===== src/rtl/swc_pkg.sv =====
package swc_pkg;

  // Width of a lane index; at least one bit so ports never collapse.
  function automatic int lane_bits(input int ratio);
    return (ratio > 1) ? $clog2(ratio) : 1;
  endfunction

  // Width of the input stream for a given direction.
  function automatic int in_width(input int narrow_w, input int ratio, input bit upsize);
    return upsize ? narrow_w : narrow_w * ratio;
  endfunction

  // Width of the output stream for a given direction.
  function automatic int out_width(input int narrow_w, input int ratio, input bit upsize);
    return upsize ? narrow_w * ratio : narrow_w;
  endfunction

endpackage


===== src/rtl/swc_lane_sel.sv =====
module swc_lane_sel
  import swc_pkg::*;
#(
  parameter int NARROW_W = 8,
  parameter int RATIO    = 4,
  localparam int WIDE_W  = NARROW_W * RATIO,
  localparam int LB      = lane_bits(RATIO)
) (
  input  logic [WIDE_W-1:0]   wide_i,
  input  logic [LB-1:0]       idx_i,
  output logic [NARROW_W-1:0] lane_o
);

  logic [NARROW_W-1:0] lanes [RATIO];

  for (genvar g = 0; g < RATIO; g++) begin : g_split
    assign lanes[g] = wide_i[g*NARROW_W +: NARROW_W];
  end

  always_comb begin
    lane_o = lanes[0];
    for (int k = 1; k < RATIO; k++) begin
      if (idx_i == LB'(k)) lane_o = lanes[k];
    end
  end

endmodule


===== src/rtl/swc_pack.sv =====
module swc_pack
  import swc_pkg::*;
#(
  parameter int NARROW_W = 8,
  parameter int RATIO    = 4,
  localparam int WIDE_W  = NARROW_W * RATIO,
  localparam int LB      = lane_bits(RATIO)
) (
  input  logic                clk,
  input  logic                rst_n,
  input  logic [NARROW_W-1:0] s_tdata,
  input  logic                s_tvalid,
  output logic                s_tready,
  input  logic                s_tlast,
  output logic [WIDE_W-1:0]   m_tdata,
  output logic                m_tvalid,
  input  logic                m_tready,
  output logic                m_tlast
);

  logic [WIDE_W-1:0] acc_q;
  logic [WIDE_W-1:0] merged;
  logic [LB-1:0]     idx_q;
  logic [WIDE_W-1:0] out_d_q;
  logic              out_v_q;
  logic              out_l_q;
  logic              accept;
  logic              close;

  // Room exists unless a finished word waits and is not draining.
  assign s_tready = !out_v_q || m_tready;
  assign accept   = s_tvalid && s_tready;
  assign close    = accept && (s_tlast || idx_q == LB'(RATIO - 1));

  // Drop the incoming beat into its lane; other lanes keep the gathered
  // data, and lanes above the index are still zero from the last clear.
  for (genvar g = 0; g < RATIO; g++) begin : g_lane
    assign merged[g*NARROW_W +: NARROW_W] =
      (idx_q == LB'(g)) ? s_tdata : acc_q[g*NARROW_W +: NARROW_W];
  end

  always_ff @(posedge clk) begin
    if (!rst_n) begin
      acc_q   <= '0;
      idx_q   <= '0;
      out_d_q <= '0;
      out_v_q <= 1'b0;
      out_l_q <= 1'b0;
    end else begin
      if (accept) begin
        if (close) begin
          acc_q <= '0;
          idx_q <= '0;
        end else begin
          acc_q <= merged;
          idx_q <= idx_q + LB'(1);
        end
      end
      if (close) begin
        out_d_q <= merged;
        out_l_q <= s_tlast;
        out_v_q <= 1'b1;
      end else if (m_tready) begin
        out_v_q <= 1'b0;
      end
    end
  end

  assign m_tdata  = out_d_q;
  assign m_tvalid = out_v_q;
  assign m_tlast  = out_l_q;

  // A full group yields an output word on the next cycle.
  p_full_group_r2: assert property (@(posedge clk) disable iff (!rst_n)
    (accept && idx_q == LB'(RATIO - 1)) |=> m_tvalid);

  // A last beat in lane 0 closes with every upper lane zero.
  p_early_close_r4: assert property (@(posedge clk) disable iff (!rst_n)
    (accept && s_tlast && idx_q == '0) |=>
      (m_tvalid && m_tlast && m_tdata[WIDE_W-1:NARROW_W] == '0));

  // The waiting word holds still under back-pressure.
  p_hold_r9: assert property (@(posedge clk) disable iff (!rst_n)
    (m_tvalid && !m_tready) |=>
      (m_tvalid && $stable(m_tdata) && $stable(m_tlast)));

  // The first lane of the output word is the beat that opened the group.
  p_lane0_r1: assert property (@(posedge clk) disable iff (!rst_n)
    (accept && s_tlast && idx_q == '0) |=>
      (m_tdata[NARROW_W-1:0] == $past(s_tdata)));

endmodule


===== src/rtl/swc_unpack.sv =====
module swc_unpack
  import swc_pkg::*;
#(
  parameter int NARROW_W = 8,
  parameter int RATIO    = 4,
  localparam int WIDE_W  = NARROW_W * RATIO,
  localparam int LB      = lane_bits(RATIO)
) (
  input  logic                clk,
  input  logic                rst_n,
  input  logic [WIDE_W-1:0]   s_tdata,
  input  logic                s_tvalid,
  output logic                s_tready,
  input  logic                s_tlast,
  output logic [NARROW_W-1:0] m_tdata,
  output logic                m_tvalid,
  input  logic                m_tready,
  output logic                m_tlast
);

  logic [WIDE_W-1:0] hold_q;
  logic              hold_last_q;
  logic              busy_q;
  logic [LB-1:0]     idx_q;
  logic              final_lane;
  logic              accept;

  assign final_lane = (idx_q == LB'(RATIO - 1));
  // Take a new word when empty, or in the cycle the final lane leaves.
  assign s_tready   = !busy_q || (final_lane && m_tready);
  assign accept     = s_tvalid && s_tready;

  always_ff @(posedge clk) begin
    if (!rst_n) begin
      hold_q      <= '0;
      hold_last_q <= 1'b0;
      busy_q      <= 1'b0;
      idx_q       <= '0;
    end else if (accept) begin
      hold_q      <= s_tdata;
      hold_last_q <= s_tlast;
      busy_q      <= 1'b1;
      idx_q       <= '0;
    end else if (busy_q && m_tready) begin
      if (final_lane) begin
        busy_q <= 1'b0;
        idx_q  <= '0;
      end else begin
        idx_q  <= idx_q + LB'(1);
      end
    end
  end

  swc_lane_sel #(
    .NARROW_W (NARROW_W),
    .RATIO    (RATIO)
  ) sel_i (
    .wide_i (hold_q),
    .idx_i  (idx_q),
    .lane_o (m_tdata)
  );

  assign m_tvalid = busy_q;
  assign m_tlast  = busy_q && hold_last_q && final_lane;

  // After a wide beat is taken, the input closes for at least one cycle.
  p_gap_r7: assert property (@(posedge clk) disable iff (!rst_n)
    accept |=> !s_tready);

  // Lane 0 of the accepted word is on the output one cycle later.
  p_first_lane_r6: assert property (@(posedge clk) disable iff (!rst_n)
    accept |=> (m_tvalid && m_tdata == $past(s_tdata[NARROW_W-1:0])));

  // The narrow beat holds still under back-pressure.
  p_hold_r9: assert property (@(posedge clk) disable iff (!rst_n)
    (m_tvalid && !m_tready) |=>
      (m_tvalid && $stable(m_tdata) && $stable(m_tlast)));

  // A word without last never raises the output last flag on its first lane.
  p_no_stray_last_r8: assert property (@(posedge clk) disable iff (!rst_n)
    (accept && !s_tlast) |=> !m_tlast);

endmodule


===== src/rtl/stream_width_conv.sv =====
module stream_width_conv
  import swc_pkg::*;
#(
  parameter int NARROW_W = 8,
  parameter int RATIO    = 4,
  parameter bit UPSIZE   = 1'b1
) (
  input  logic                                          clk,
  input  logic                                          rst_n,
  input  logic [in_width(NARROW_W, RATIO, UPSIZE)-1:0]  s_tdata,
  input  logic                                          s_tvalid,
  output logic                                          s_tready,
  input  logic                                          s_tlast,
  output logic [out_width(NARROW_W, RATIO, UPSIZE)-1:0] m_tdata,
  output logic                                          m_tvalid,
  input  logic                                          m_tready,
  output logic                                          m_tlast
);

  initial begin
    if (RATIO < 2) $error("stream_width_conv: RATIO must be at least 2");
  end

  if (UPSIZE) begin : g_up
    swc_pack #(
      .NARROW_W (NARROW_W),
      .RATIO    (RATIO)
    ) pack_i (
      .clk      (clk),
      .rst_n    (rst_n),
      .s_tdata  (s_tdata),
      .s_tvalid (s_tvalid),
      .s_tready (s_tready),
      .s_tlast  (s_tlast),
      .m_tdata  (m_tdata),
      .m_tvalid (m_tvalid),
      .m_tready (m_tready),
      .m_tlast  (m_tlast)
    );
  end else begin : g_down
    swc_unpack #(
      .NARROW_W (NARROW_W),
      .RATIO    (RATIO)
    ) unpack_i (
      .clk      (clk),
      .rst_n    (rst_n),
      .s_tdata  (s_tdata),
      .s_tvalid (s_tvalid),
      .s_tready (s_tready),
      .s_tlast  (s_tlast),
      .m_tdata  (m_tdata),
      .m_tvalid (m_tvalid),
      .m_tready (m_tready),
      .m_tlast  (m_tlast)
    );
  end

  // No output beat is presented while reset is applied.
  p_reset_idle_r10: assert property (@(posedge clk)
    !rst_n |=> !m_tvalid);

endmodule


===== config.mk =====
export PLATFORM = sky130hd
export DESIGN_NAME = stream_width_conv
export DESIGN_NICKNAME = d
export VERILOG_FILES = /design/src/rtl/swc_pkg.sv /design/src/rtl/swc_lane_sel.sv /design/src/rtl/swc_pack.sv /design/src/rtl/swc_unpack.sv /design/src/rtl/stream_width_conv.sv
export SDC_FILE = /design/constraint.sdc
export NUM_CORES = 1
export LEC_CHECK = 0
export BUFFER_PORTS_ARGS = -buffer_cell sky130_fd_sc_hd__buf_2
export CORE_MARGIN = 3
export CORE_UTILIZATION = 56
export DETAILED_ROUTE_END_ITERATION = 10
export PLACE_DENSITY = 0.76
export SYNTH_ARGS = -nofsm -noshare
export SYNTH_HDL_FRONTEND = slang
export SYNTH_SLANG_ARGS = --single-unit
export TNS_END_PERCENT = 30

===== constraint.sdc =====
create_clock -name clk -period 1.9 [get_ports clk]
set_input_delay 0.095 -clock clk [delete_from_list [all_inputs] [get_ports clk]]
set_output_delay 0.095 -clock clk [all_outputs]
set_load 0.01 [all_outputs]

==> run summary <==
The total negative slack was 0 ns. In the final routed layout, each cell accounts on average for 14.8 um. The average instance in the mapped netlist occupies 9.20 um^2.

The maximum cell stage delay along the critical path works out to 0.50 ns. The total length of routed met3 wires was 311 um; the switching share of power was 0.245. Setup repair after global routing left no endpoint under its margin. Measured along the y axis, the die boundary spans 79.2 um. The clock group share of total power was 0.407. The clock net in this run drives a total of 68 sinks. The amount of wire on met2 after detailed routing was 3130 um. The routed design could run at a clock period as short as 1.67 ns. The run gives 26 as the number of placement rows. The core footprint was 5140 um^2; the layout net count was 392. The share of post-route cells with drive strength above 1 was 0.289; the max-slew violation count was 0.

The number of antenna diodes in the final layout is 0. Summed over all layers, the global routing overflow is 0. The final count of hold timing violations was 0; the post-detailed-route count of antenna-violating nets was 0.

The effective utilization at floorplan is 0.583. The largest total area in the synthesized netlist belongs to dfxtp_1. Yosys attributes the largest share of cell area to dfxtp_1 45%, nand2_1 12%, mux2_2 11%. For this design, the CTS-stage hold fixing added 0 buffers. Counting distinct cell types in the post-synthesis netlist gives 29. Leaving out fill and tap cells, the most frequent cells in the layout are 92 x nand2_1, 68 x dfxtp_1, 47 x buf_2. The maximum level of the CTS H-tree is 3, and the final design utilization is 0.683. The portion of the post-synthesis area used by sequential elements was 0.454. The highest metal layer with signal wires was met4. Worst hold-check path type: in -> reg.

The weighted congestion reported at the end of routability-driven placement is 0.852. VDD sags by at most 638 uV. Critical path data arrival time: 1.91 ns. STA puts the critical path data required time at 2.13 ns. The area of the die was 6270 um^2; the half-perimeter wire length after placement was 4500 um. For this run, the number of Yosys warnings is 0. For the number of antenna violations at the first check in global routing, the log shows 0. For the pin with the worst max-slew slack, the measured transition is 0.502 ns. The average vias per placed instance is 5.35. The tree is rooted in a clkbuf_8.

Across all hold checks on the routed design, the worst slack comes to 0.0722 ns. The overall global routing resource usage came out at 0.231. The run gives 2 as the maximum count of clock buffers along a single path.

The worst setup path is captured at a flop. The total power divided by cell area is 849 nW/um^2. Pin placement for this block handled 48 I/O pins. Leaving out fill and tap cells, the most frequent cell in the layout is nand2_1.

The clock latency of the later-clocked register in the worst-skew pair is 0.34 ns, and the via count is 2408. The maximum fanout along the worst path works out to 14. In this run, synthesis produced a sequential element count of 68.

For this design, the slowest cell found on the critical path is or3_2. The count of instances resized after the clock tree is built is 0, and the normalized max-slew margin is 0.665. For this run, design rule violations remaining after detail routing come to 0.

The tools report the proportion of power drawn by flip-flops and latches as 0.493. STA classifies the critical path startpoint as a flop. Before antenna repair, the detailed router went through 4 iterations. The logs give 2.25 mW for the internal power summed over all cells and 0 for the max-capacitance violation count. TritonCTS built the clock tree.

The floorplan step set the die width to 79.2 um. Summed over all cells, the static leakage comes to 1.64 nW. In this run the tool buffered the top-level ports with 47 buffer cells. The post-route cell area is 3510 um^2. In this run the cell area of the synthesized design comes to 3000 um^2. The logs give 0 for the number of buffers added for setup after CTS and 428 for the count of filler cells inserted in the layout.

The detailed router put a total of 3060 um of wire on met1. The flow ran to the end, and the final reports show no timing, DRC or antenna violations. The final clock period utilization by the worst path came out at 0.879.

In this run the cell area measured after placement is 3310 um^2. Compared with the post-synthesis result, the final layout area differs by 17.0%. The logs give 0.100 for the part of the total power dissipated in combinational logic and 2345 for the number of global-route vias before repair.

The completed layout was analyzed and its total power is 2.98 mW. Based on the critical path, the design can be clocked at up to 598 MHz. Between clock sinks in the finished design, the worst skew comes to 0.00923 ns. Total CTS buffers: 9. The worst setup path is of the reg -> reg kind. The top cell type's share of synthesized area was 0.454. Walking the worst path, the cells encountered are ha_1, nor2_1, or3_2, buf_4, and3_1. The final layout contains routed wiring with a total length of 6670 um.

Clock-pin slew on the worst setup and hold paths: 0.08 ns. The logs give 343 for the net count after synthesis and 326 for the gate count of the mapped netlist. Setup violations remaining at the end of the flow were counted as 0.

For this design the total switching power over the nets is 0.728 mW. Entering global routing, the biggest net connects 41 pins. In this run, the number of DRC markers left after iteration 0 of detailed routing was 164. The first global-routing pass estimated 11300 um of wire.
==> cell type report <==
cell class	instances	area [um^2]	share of cell area
multi-input combinational	229	1480	0.420
sequential	68	1360	0.388
timing repair buffer	62	360	0.103
clock buffer	12	155	0.0442
tap	70	87.6	0.0250
clock inverter	4	47.5	0.0136
inverter	5	21.3	0.00606
==> layer usage <==
metal	vias to the layer above	track usage
li1	1216	-
met1	1108	0.308
met2	69	0.360
met3	15	0.0408
met4	0	0.113
met5	-	0
==> critical path, delay by kind of cell, from the launching register on <==
kind / cells / cell delay [ns]
flip-flops: 1 / 0.39
buffers and inverters: 1 / 0.24
AND/OR/NAND/NOR: 3 / 0.75
adder cells (fa/ha/maj): 1 / 0.18
==> sequential cells by signal (all words and copies together) (netlist names) <==
register	flops
g_up.pack_i.acc_q	32
g_up.pack_i.m_tlast	1
g_up.pack_i.idx_q	2
g_up.pack_i.m_tvalid	1
g_up.pack_i.m_tdata	32
==> cells by family (layout without fill, tap and decap cells) <==
| group | after synthesis | count (layout) | synth area share |
|---|---|---|---|
| fa+ha+maj | 4 | 4 | 0.0167 |
| simple gates | 123 | 123 | 0.175 |
| compound gates | 40 | 40 | 0.0806 |
| mux | 62 | 62 | 0.220 |
| buf+inv | 29 | 83 | 0.0543 |
| flops | 68 | 68 | 0.454 |
==> final timing paths <==
kind | startpoint | depth (start not counted) | slack [ns] | to
max | g_up.pack_i.idx_q[1] | 5 | 0.23 | g_up.pack_i.acc_q[26]
min | s_tlast | 2 | 0.07 | g_up.pack_i.m_tlast
max reg2reg | g_up.pack_i.idx_q[1] | 5 | 0.23 | g_up.pack_i.acc_q[26]
min reg2reg | g_up.pack_i.m_tdata[25] | 2 | 0.46 | g_up.pack_i.m_tdata[25]
==> synthesized netlist by cell type <==
cell type and count:
inv_4 1, a21oi_1 9, buf_6 6, nand3_1 8, mux2_2 30, buf_1 1
a31oi_1 1, a41o_1 1, a21o_1 2, o31ai_1 1, nor3_1 5, buf_2 5
nor2_1 1, nand2_1 92, and3_1 8, o21ai_0 8, nor3_2 1, inv_1 4
nand2b_1 2, nand4_1 3, clkbuf_1 12, or3_1 1, nor2b_1 1, o22ai_1 16
and2_1 1, ha_1 4, mux2i_1 32, o32ai_1 2, dfxtp_1 68
==> power by group through the flow <==
stage | clock network (mW) | logic [mW] | registers, mW
4_1_cts | 1.22 | 0.295 | 1.47
2_1_floorplan | 0 | 0.199 | 1.51
3_3_place_gp | 0 | 0.290 | 1.50
5_1_grt | 1.29 | 0.324 | 1.47
6_report | 1.21 | 0.297 | 1.47
3_5_place_dp | 0 | 0.293 | 1.50
==> through the flow <==
| stage | worst slack [ns] | std cells |
|---|---|---|
| after floorplan | 0.414 | 326 |
| after global placement | 0.310 | 434 |
| after detailed placement | 0.264 | 434 |
| after CTS | 0.250 | 450 |
| after global routing | 0.115 | 450 |
| final | 0.229 | 450 |
Note: power is estimated with default switching activity, not from simulation.
